### src/rtl/vcf_pkg.sv
package vcf_pkg;
   localparam int WORD_BYTES = 64;
   localparam int WORD_BITS  = WORD_BYTES * 8;

   typedef enum logic [1:0] {
      ST_HDR = 2'd0,
      ST_PAY = 2'd1,
      ST_FTR = 2'd2
   } vcf_state_e;

   function automatic logic [15:0] ocs_add(input logic [15:0] a, input logic [15:0] b);
      logic [16:0] s;
      s = {1'b0, a} + {1'b0, b};
      return s[15:0] + {15'd0, s[16]};
   endfunction
endpackage

### src/rtl/vcf_hdr_build.sv
module vcf_hdr_build
   import vcf_pkg::*;
(
   input  logic [47:0]          dst_mac,
   input  logic [47:0]          src_mac,
   input  logic [15:0]          ether_type,
   input  logic [7:0]           seq,
   input  logic [15:0]          pause,
   input  logic [3:0]           vc,
   input  logic [7:0]           user_first,
   input  logic [7:0]           opcode_en,
   input  logic [127:0]         opcode_data,
   input  logic [127:0]         user_data,
   output logic [WORD_BITS-1:0] hdr
);
   localparam int N_HALF = WORD_BITS / 16;
   localparam int CS_IDX = 15;

   logic [WORD_BITS-1:0] base;
   logic [15:0]          acc;

   always_comb begin
      base           = '0;
      base[47:0]     = dst_mac;
      base[95:48]    = src_mac;
      base[111:96]   = ether_type;
      base[119:112]  = 8'h01;
      base[127:120]  = seq;
      base[143:128]  = pause;
      base[151:144]  = {4'd0, vc};
      base[159:152]  = user_first;
      base[167:160]  = opcode_en;
      base[383:256]  = opcode_data;
      base[511:384]  = user_data;
   end

   always_comb begin
      acc = 16'd0;
      for (int k = 0; k < N_HALF; k++) begin
         if (k != CS_IDX) acc = ocs_add(acc, base[16*k +: 16]);
      end
   end

   always_comb begin
      hdr                    = base;
      hdr[16*CS_IDX +: 16]   = ~acc;
   end
endmodule

### src/rtl/vcf_ftr_build.sv
module vcf_ftr_build
   import vcf_pkg::*;
#(
   parameter int BYTE_W = 11
) (
   input  logic [7:0]           last_valid,
   input  logic                 eof,
   input  logic                 eofe,
   input  logic [15:0]          pause,
   input  logic [BYTE_W-1:0]    nbytes,
   output logic [WORD_BITS-1:0] ftr
);
   always_comb begin
      ftr        = '0;
      ftr[7:0]   = last_valid;
      ftr[8]     = eof;
      ftr[9]     = eofe;
      ftr[31:16] = pause;
      ftr[47:32] = 16'(nbytes);
   end
endmodule

### src/rtl/vcf_chunk_ctrl.sv
module vcf_chunk_ctrl
   import vcf_pkg::*;
#(
   parameter int MAX_WORDS = 16,
   parameter int BYTE_W    = 11,
   localparam int BEAT_W   = $clog2(MAX_WORDS + 1)
) (
   input  logic                clk,
   input  logic                rst_n,
   input  logic                s_tvalid,
   input  logic                s_tlast,
   input  logic [WORD_BYTES-1:0] s_tkeep,
   input  logic                s_err,
   input  logic [3:0]          s_tvc,
   input  logic [15:0]         pause_m,
   input  logic                m_tready,
   output vcf_state_e          state,
   output logic                m_tvalid,
   output logic                s_tready,
   output logic [7:0]          seq_q,
   output logic [3:0]          hdr_vc,
   output logic [7:0]          last_valid_q,
   output logic [BYTE_W-1:0]   bytes_q,
   output logic                eof_q,
   output logic                eofe_q,
   output logic [15:0]         pause_lat_q
);
   logic [BEAT_W-1:0] beat_q;
   logic              cont_q;
   logic [3:0]        vc_q;
   logic [6:0]        pop;

   always_comb begin
      pop = 7'd0;
      for (int i = 0; i < WORD_BYTES; i++) pop = pop + 7'(s_tkeep[i]);
   end

   assign m_tvalid = (state == ST_FTR) ? 1'b1 : s_tvalid;
   assign s_tready = (state == ST_PAY) && m_tready;
   assign hdr_vc   = cont_q ? vc_q : s_tvc;

   always_ff @(posedge clk) begin
      if (!rst_n) begin
         state        <= ST_HDR;
         seq_q        <= 8'd0;
         beat_q       <= '0;
         bytes_q      <= '0;
         last_valid_q <= 8'd0;
         eof_q        <= 1'b0;
         eofe_q       <= 1'b0;
         pause_lat_q  <= 16'd0;
         cont_q       <= 1'b0;
         vc_q         <= 4'd0;
      end else begin
         unique case (state)
            ST_HDR: if (s_tvalid && m_tready) begin
               state   <= ST_PAY;
               beat_q  <= '0;
               bytes_q <= '0;
               if (!cont_q) vc_q <= s_tvc;
            end
            ST_PAY: if (s_tvalid && m_tready) begin
               beat_q       <= beat_q + 1'b1;
               bytes_q      <= bytes_q + BYTE_W'(pop);
               last_valid_q <= 8'(pop);
               pause_lat_q  <= pause_m;
               if (s_tlast) begin
                  state  <= ST_FTR;
                  eof_q  <= 1'b1;
                  eofe_q <= s_err;
                  cont_q <= 1'b0;
               end else if (beat_q == BEAT_W'(MAX_WORDS - 1)) begin
                  state  <= ST_FTR;
                  eof_q  <= 1'b0;
                  eofe_q <= 1'b0;
                  cont_q <= 1'b1;
               end
            end
            ST_FTR: if (m_tready) begin
               state <= ST_HDR;
               seq_q <= seq_q + 8'd1;
            end
            default: state <= ST_HDR;
         endcase
      end
   end

   AST_BEAT_LIMIT: assert property (@(posedge clk) disable iff (!rst_n)
      beat_q <= BEAT_W'(MAX_WORDS));
   AST_SPLIT_TO_FTR: assert property (@(posedge clk) disable iff (!rst_n)
      (state == ST_PAY && s_tvalid && m_tready && !s_tlast && beat_q == BEAT_W'(MAX_WORDS - 1))
      |=> (state == ST_FTR && !eof_q));
   AST_SEQ_STEP: assert property (@(posedge clk) disable iff (!rst_n)
      (state == ST_FTR && m_tready) |=> (seq_q == $past(seq_q) + 8'd1));
   AST_FTR_PAUSE_HOLD: assert property (@(posedge clk) disable iff (!rst_n)
      (state == ST_FTR && !m_tready) |=> $stable(pause_lat_q));
   AST_ERR_NEEDS_EOF: assert property (@(posedge clk) disable iff (!rst_n)
      eofe_q |-> eof_q);
endmodule

### src/rtl/vcf_packetizer.sv
module vcf_packetizer
   import vcf_pkg::*;
#(
   parameter int MAX_SIZE = 1024,
   parameter int NUM_VC   = 16,
   parameter int TUSER_W  = 8,
   parameter int ERR_BIT  = 0
) (
   input  logic                 clk,
   input  logic                 rst_n,
   input  logic                 s_tvalid,
   output logic                 s_tready,
   input  logic [511:0]         s_tdata,
   input  logic [63:0]          s_tkeep,
   input  logic                 s_tlast,
   input  logic [TUSER_W-1:0]   s_tuser,
   input  logic [3:0]           s_tvc,
   output logic                 m_tvalid,
   input  logic                 m_tready,
   output logic [511:0]         m_tdata,
   output logic [63:0]          m_tkeep,
   output logic                 m_tlast,
   input  logic [47:0]          cfg_dst_mac,
   input  logic [47:0]          cfg_src_mac,
   input  logic [15:0]          cfg_ether_type,
   input  logic [7:0]           cfg_opcode_en,
   input  logic [127:0]         cfg_opcode_data,
   input  logic [127:0]         cfg_user_data,
   input  logic [15:0]          pause_in
);
   localparam int MAX_WORDS = MAX_SIZE / WORD_BYTES;
   localparam int BYTE_W    = $clog2(MAX_SIZE + 1);

   if (MAX_SIZE % WORD_BYTES != 0 || MAX_SIZE < WORD_BYTES || MAX_SIZE > 65535) begin : g_bad_size
      $error("MAX_SIZE must be a multiple of 64 between 64 and 65535");
   end
   if (NUM_VC < 1 || NUM_VC > 16) begin : g_bad_vc
      $error("NUM_VC must be 1 to 16");
   end
   if (TUSER_W < 8 || ERR_BIT >= TUSER_W) begin : g_bad_user
      $error("TUSER_W must be at least 8 and hold ERR_BIT");
   end

   logic [15:0] pause_m;
   for (genvar g = 0; g < 16; g++) begin : g_pause
      if (g < NUM_VC) begin : g_on
         assign pause_m[g] = pause_in[g];
      end else begin : g_off
         assign pause_m[g] = 1'b0;
      end
   end

   vcf_state_e        state;
   logic [7:0]        seq_q;
   logic [3:0]        hdr_vc;
   logic [7:0]        last_valid_q;
   logic [BYTE_W-1:0] bytes_q;
   logic              eof_q, eofe_q;
   logic [15:0]       pause_lat_q;
   logic [511:0]      hdr_word, ftr_word;

   vcf_chunk_ctrl #(.MAX_WORDS(MAX_WORDS), .BYTE_W(BYTE_W)) u_ctrl (
      .clk(clk), .rst_n(rst_n),
      .s_tvalid(s_tvalid), .s_tlast(s_tlast), .s_tkeep(s_tkeep),
      .s_err(s_tuser[ERR_BIT]), .s_tvc(s_tvc), .pause_m(pause_m),
      .m_tready(m_tready), .state(state), .m_tvalid(m_tvalid),
      .s_tready(s_tready), .seq_q(seq_q), .hdr_vc(hdr_vc),
      .last_valid_q(last_valid_q), .bytes_q(bytes_q),
      .eof_q(eof_q), .eofe_q(eofe_q), .pause_lat_q(pause_lat_q)
   );

   vcf_hdr_build u_hdr (
      .dst_mac(cfg_dst_mac), .src_mac(cfg_src_mac), .ether_type(cfg_ether_type),
      .seq(seq_q), .pause(pause_m), .vc(hdr_vc), .user_first(s_tuser[7:0]),
      .opcode_en(cfg_opcode_en), .opcode_data(cfg_opcode_data),
      .user_data(cfg_user_data), .hdr(hdr_word)
   );

   vcf_ftr_build #(.BYTE_W(BYTE_W)) u_ftr (
      .last_valid(last_valid_q), .eof(eof_q), .eofe(eofe_q),
      .pause(pause_lat_q), .nbytes(bytes_q), .ftr(ftr_word)
   );

   always_comb begin
      unique case (state)
         ST_PAY: begin
            m_tdata = s_tdata;
            m_tkeep = s_tkeep;
            m_tlast = 1'b0;
         end
         ST_FTR: begin
            m_tdata = ftr_word;
            m_tkeep = '1;
            m_tlast = 1'b1;
         end
         default: begin
            m_tdata = hdr_word;
            m_tkeep = '1;
            m_tlast = 1'b0;
         end
      endcase
   end

   AST_NO_INPUT_AT_FTR: assert property (@(posedge clk) disable iff (!rst_n)
      (m_tvalid && m_tlast) |-> !s_tready);
   AST_FTR_WAITS: assert property (@(posedge clk) disable iff (!rst_n)
      (m_tvalid && m_tlast && !m_tready) |=> (m_tvalid && m_tlast && $stable(m_tdata)));
endmodule

### config.mk
export PLATFORM = sky130hd
export DESIGN_NAME = vcf_packetizer
export DESIGN_NICKNAME = d
export VERILOG_FILES = /design/src/rtl/vcf_pkg.sv /design/src/rtl/vcf_hdr_build.sv /design/src/rtl/vcf_ftr_build.sv /design/src/rtl/vcf_chunk_ctrl.sv /design/src/rtl/vcf_packetizer.sv
export SDC_FILE = /design/constraint.sdc
export NUM_CORES = 2
export LEC_CHECK = 0
export BUFFER_PORTS_ARGS = -buffer_cell sky130_fd_sc_hd__buf_2
export CAP_MARGIN = 5
export CORE_AREA = 2 2 605 607
export CTS_BUF_LIST = sky130_fd_sc_hd__clkbuf_16
export DETAILED_ROUTE_END_ITERATION = 16
export DIE_AREA = 0 0 607 609
export GPL_TIMING_DRIVEN = 0
export PLACE_DENSITY = 0.3
export SETUP_SLACK_MARGIN = 0.02
export SYNTH_ARGS = -nofsm -noshare
export SYNTH_HDL_FRONTEND = slang
export SYNTH_HIERARCHICAL = 1
export SYNTH_SLANG_ARGS = --single-unit
### constraint.sdc
create_clock -name clk -period 117.9 [get_ports clk]
set_input_delay 5.895 -clock clk [delete_from_list [all_inputs] [get_ports clk]]
set_output_delay 5.895 -clock clk [all_outputs]
set_load 0.05 [all_outputs]
==> results by group <==
Critical path
  • Slowest CP cell: a2111oi_0
  • Max stage delay on crit path: approximately 670 ps
  • Crit path required time: about 110,000 ps
  • CP dominant cell by count: a21oi_1
  • Critical path class: in -> out
  • CP Launch Type: input pin
  • CP max FO: 7
  • Worst Setup End Kind: primary output
  • CP Data Arrival Time: 97,240 ps

Timing
  • RSZ-0062 raised after global routing: no
  • Tmin final: 103,130 ps
  • Final hold vios: 0
  • Max Fclk: about 0.0097 GHz
  • Fin crit share: 0.875
  • Clock skew: approximately 15 ps
  • Setup TNS: 0 ps
  • Slew Limit Headroom: 0.115
  • Setup Viol. Count Final: 0
  • Actual slew at the worst max-slew pin: ~1300 ps
  • Fin. max-slew vios: 0

Synthesis
  • Ranking of synthesized cells by area: buf_4 (18%), ha_1 (13%), a22oi_1 (8.7%)
  • Syn Inst Count: approximately 6,200
  • Post-synth top area share: 0.178
  • Asr flop ratio synth: 0
  • Post-synth EDFFs: 0
  • Seq cells post-synth: 56
  • Primary FF master, synth: dfxtp_1
  • Main combinational cell family by area after synthesis: compound AO/OA/AOI/OAI gates
  • Cell Area, Synth: ~44,000 um2
  • Multiplexer share of the synthesized area: 0.00344
  • YS warnings: 6
  • Adder-cell share of the synthesized area: 0.170
  • Synth area leader: buf_4
  • Library cells used by synthesis: a little under 100
  • XOR/XNOR share of the synthesized area: 0.144
  • Mean cell area of the mapped netlist: 7.17 um2
  • Compound-Gate Fraction of Synth Area: 0.265
  • Sequential-to-total area share from yosys stat: 0.0253
  • Post-Synth Simple-Gate Area: 0.150

CTS
  • H-tree depth: 2
  • Resized cells post-CTS: 0
  • CTS max path bufs: 2
  • Skew-Pair Late Insertion Delay: 340 ps
  • Root Driver: clkbuf_16
  • Clock-pin transition on the worst setup and hold timing paths: ~100 ps
  • Cts-stage hold buffer count: 0
  • # Post-CTS Setup Buffers: 0
  • CTS sink cnt: between 50 and 60
  • TritonCTS Buffers: 5
  • CTS tree: yes

Routing
  • Vias: roughly 49,000
  • WL/cell: 23.3 um
  • DRC Markers: 0
  • Total Routed Length: around 310,000 um
  • Antenna Nets Post-Route: 0
  • DR vias/cell: approximately 3.7
  • DRT iter0 DRCs: 2,300
  • Pre-Repair DR Iteration Count: 5

Die
  • Die Span Y: roughly 600 um
  • Die width: a little over 600 um
  • DIE AREA: 370,000 um2
  • Initial Utilization: 0.122
  • # IOs: roughly 1,600
  • Core area: between 300,000 and 400,000 um2
  • Row cnt: about 220

Placement
  • Dpl cells: between 10,000 and 15,000
  • Port Buffers: approximately 1,600
  • GP Congestion: 0.898
  • Post-DP HPWL: 282,000 um

Global route
  • GRT Util Overall: 0.159
  • Largest net degree at the start of global routing: 21
  • Grt ovf: 0
  • First-pass GRT wire length: just over 400,000 um
  • Vias in the first global route: between 40,000 and 50,000
  • Initial antenna violation count: between 100 and 150

Final layout
  • Nets@finish: 9,866
  • Share of layout cells above drive strength 1: 0.346
  • P&R area growth vs syn: 36.6%
  • Non-Filler Instances: ~13,000
  • Final core occ: 0.167

Hold path
  • Type of the tightest min-delay check: reg -> reg

Outcome
  • Status: complete, no violations

Flow run
  • Max-cap viol count: 0
## cell usage in the layout, fill, tap and decap left out, types with 28 or more instances in the layout
master,n
nor2_1,135
inv_1,368
o21ai_0,84
and3_1,81
xor2_1,266
a22oi_1,514
nand2_1,696
a2111oi_0,31
conb_1,560
buf_6,59
buf_4,1052
and2_1,28
fa_1,80
nand2b_1,83
o21ai_1,491
a21boi_0,28
buf_2,1685
a21oi_1,276
nor3_1,98
o21bai_1,157
a21o_1,81
xnor2_1,405
ha_1,476
nand3_1,142
dfxtp_1,56
clkbuf_1,30
diode_2,45
## through the flow
step	worst slack (ps)	hold WS [ps]	area (um2)
2_1_floorplan	29080	443	46500
3_3_place_gp	15030	465	60300
3_5_place_dp	14650	462	60400
4_1_cts	14180	479	60500
5_1_grt	6250	506	60600
6_report	14770	479	60700
## logic make-up after synthesis
group,after synthesis
xor+xnor,695
compound gates,1819
simple gates,1418
fa+ha+maj,556
flops,56
buf+inv,1633
other cells,4
mux,14
## final timing paths
kind	startpoint	endpoint	depth (start not counted)	slack, ps
max	cfg_dst_mac[16]	m_tdata[254]	417	14770
min	u_ctrl/pause_lat_q[1]	u_ctrl/pause_lat_q[1]	2	480
max reg2reg	u_ctrl/bytes_q[0]	u_ctrl/bytes_q[8]	7	115800
min reg2reg	u_ctrl/pause_lat_q[1]	u_ctrl/pause_lat_q[1]	2	480
## synth_stat cells (83+ instances only)
cell	n
a21oi_1	276
a22oi_1	514
buf_2	123
buf_4	1052
ha_1	476
inv_1	368
nand2_1	696
nand2b_1	83
nand3_1	142
nor2_1	135
nor3_1	98
o21ai_0	84
o21ai_1	491
o21bai_1	157
xnor2_1	405
xor2_1	266
## worst max-delay path: cells and delay by family
family          cells  cell delay [ps]
xor+xnor           11             2600
fa+ha+maj          76            22790
buf+inv             5             1010
simple gates       44             6600
compound gates    281            58190
## registers in the layout (all words and copies together) (netlist names)
register,count
u_ctrl/seq_q,8
u_ctrl/last_valid_q,7
u_ctrl/cont_q,1
u_ctrl/vc_q,4
u_ctrl/bytes_q,11
u_ctrl/state,2
u_ctrl/pause_lat_q,16
u_ctrl/eof_q,1
u_ctrl/beat_q,5
u_ctrl/eofe_q,1
## layout make-up
class                   instances  area, um2
plain buffers                1265       9320
fillers                     42200     303000
repair buffers               1567       7870
clock buffers                   5        125
flip-flops and latches         56       1120
inverters                     368       1380
diodes                         45        113
clock inverters                 3       28.8
well taps                    4816       6030
multi-input cells            5062      34700
## per-layer routing
layer	up-vias	track usage	wire length, um
li1	24400	-	-
met1	22800	0.170	117000
met2	1277	0.312	164000
met3	357	0.0306	16300
met4	74	0.0409	9220
met5	-	0	468
Power is not shown: default switching activity piles up to over one toggle a cycle in this logic, so the estimate is an artifact.
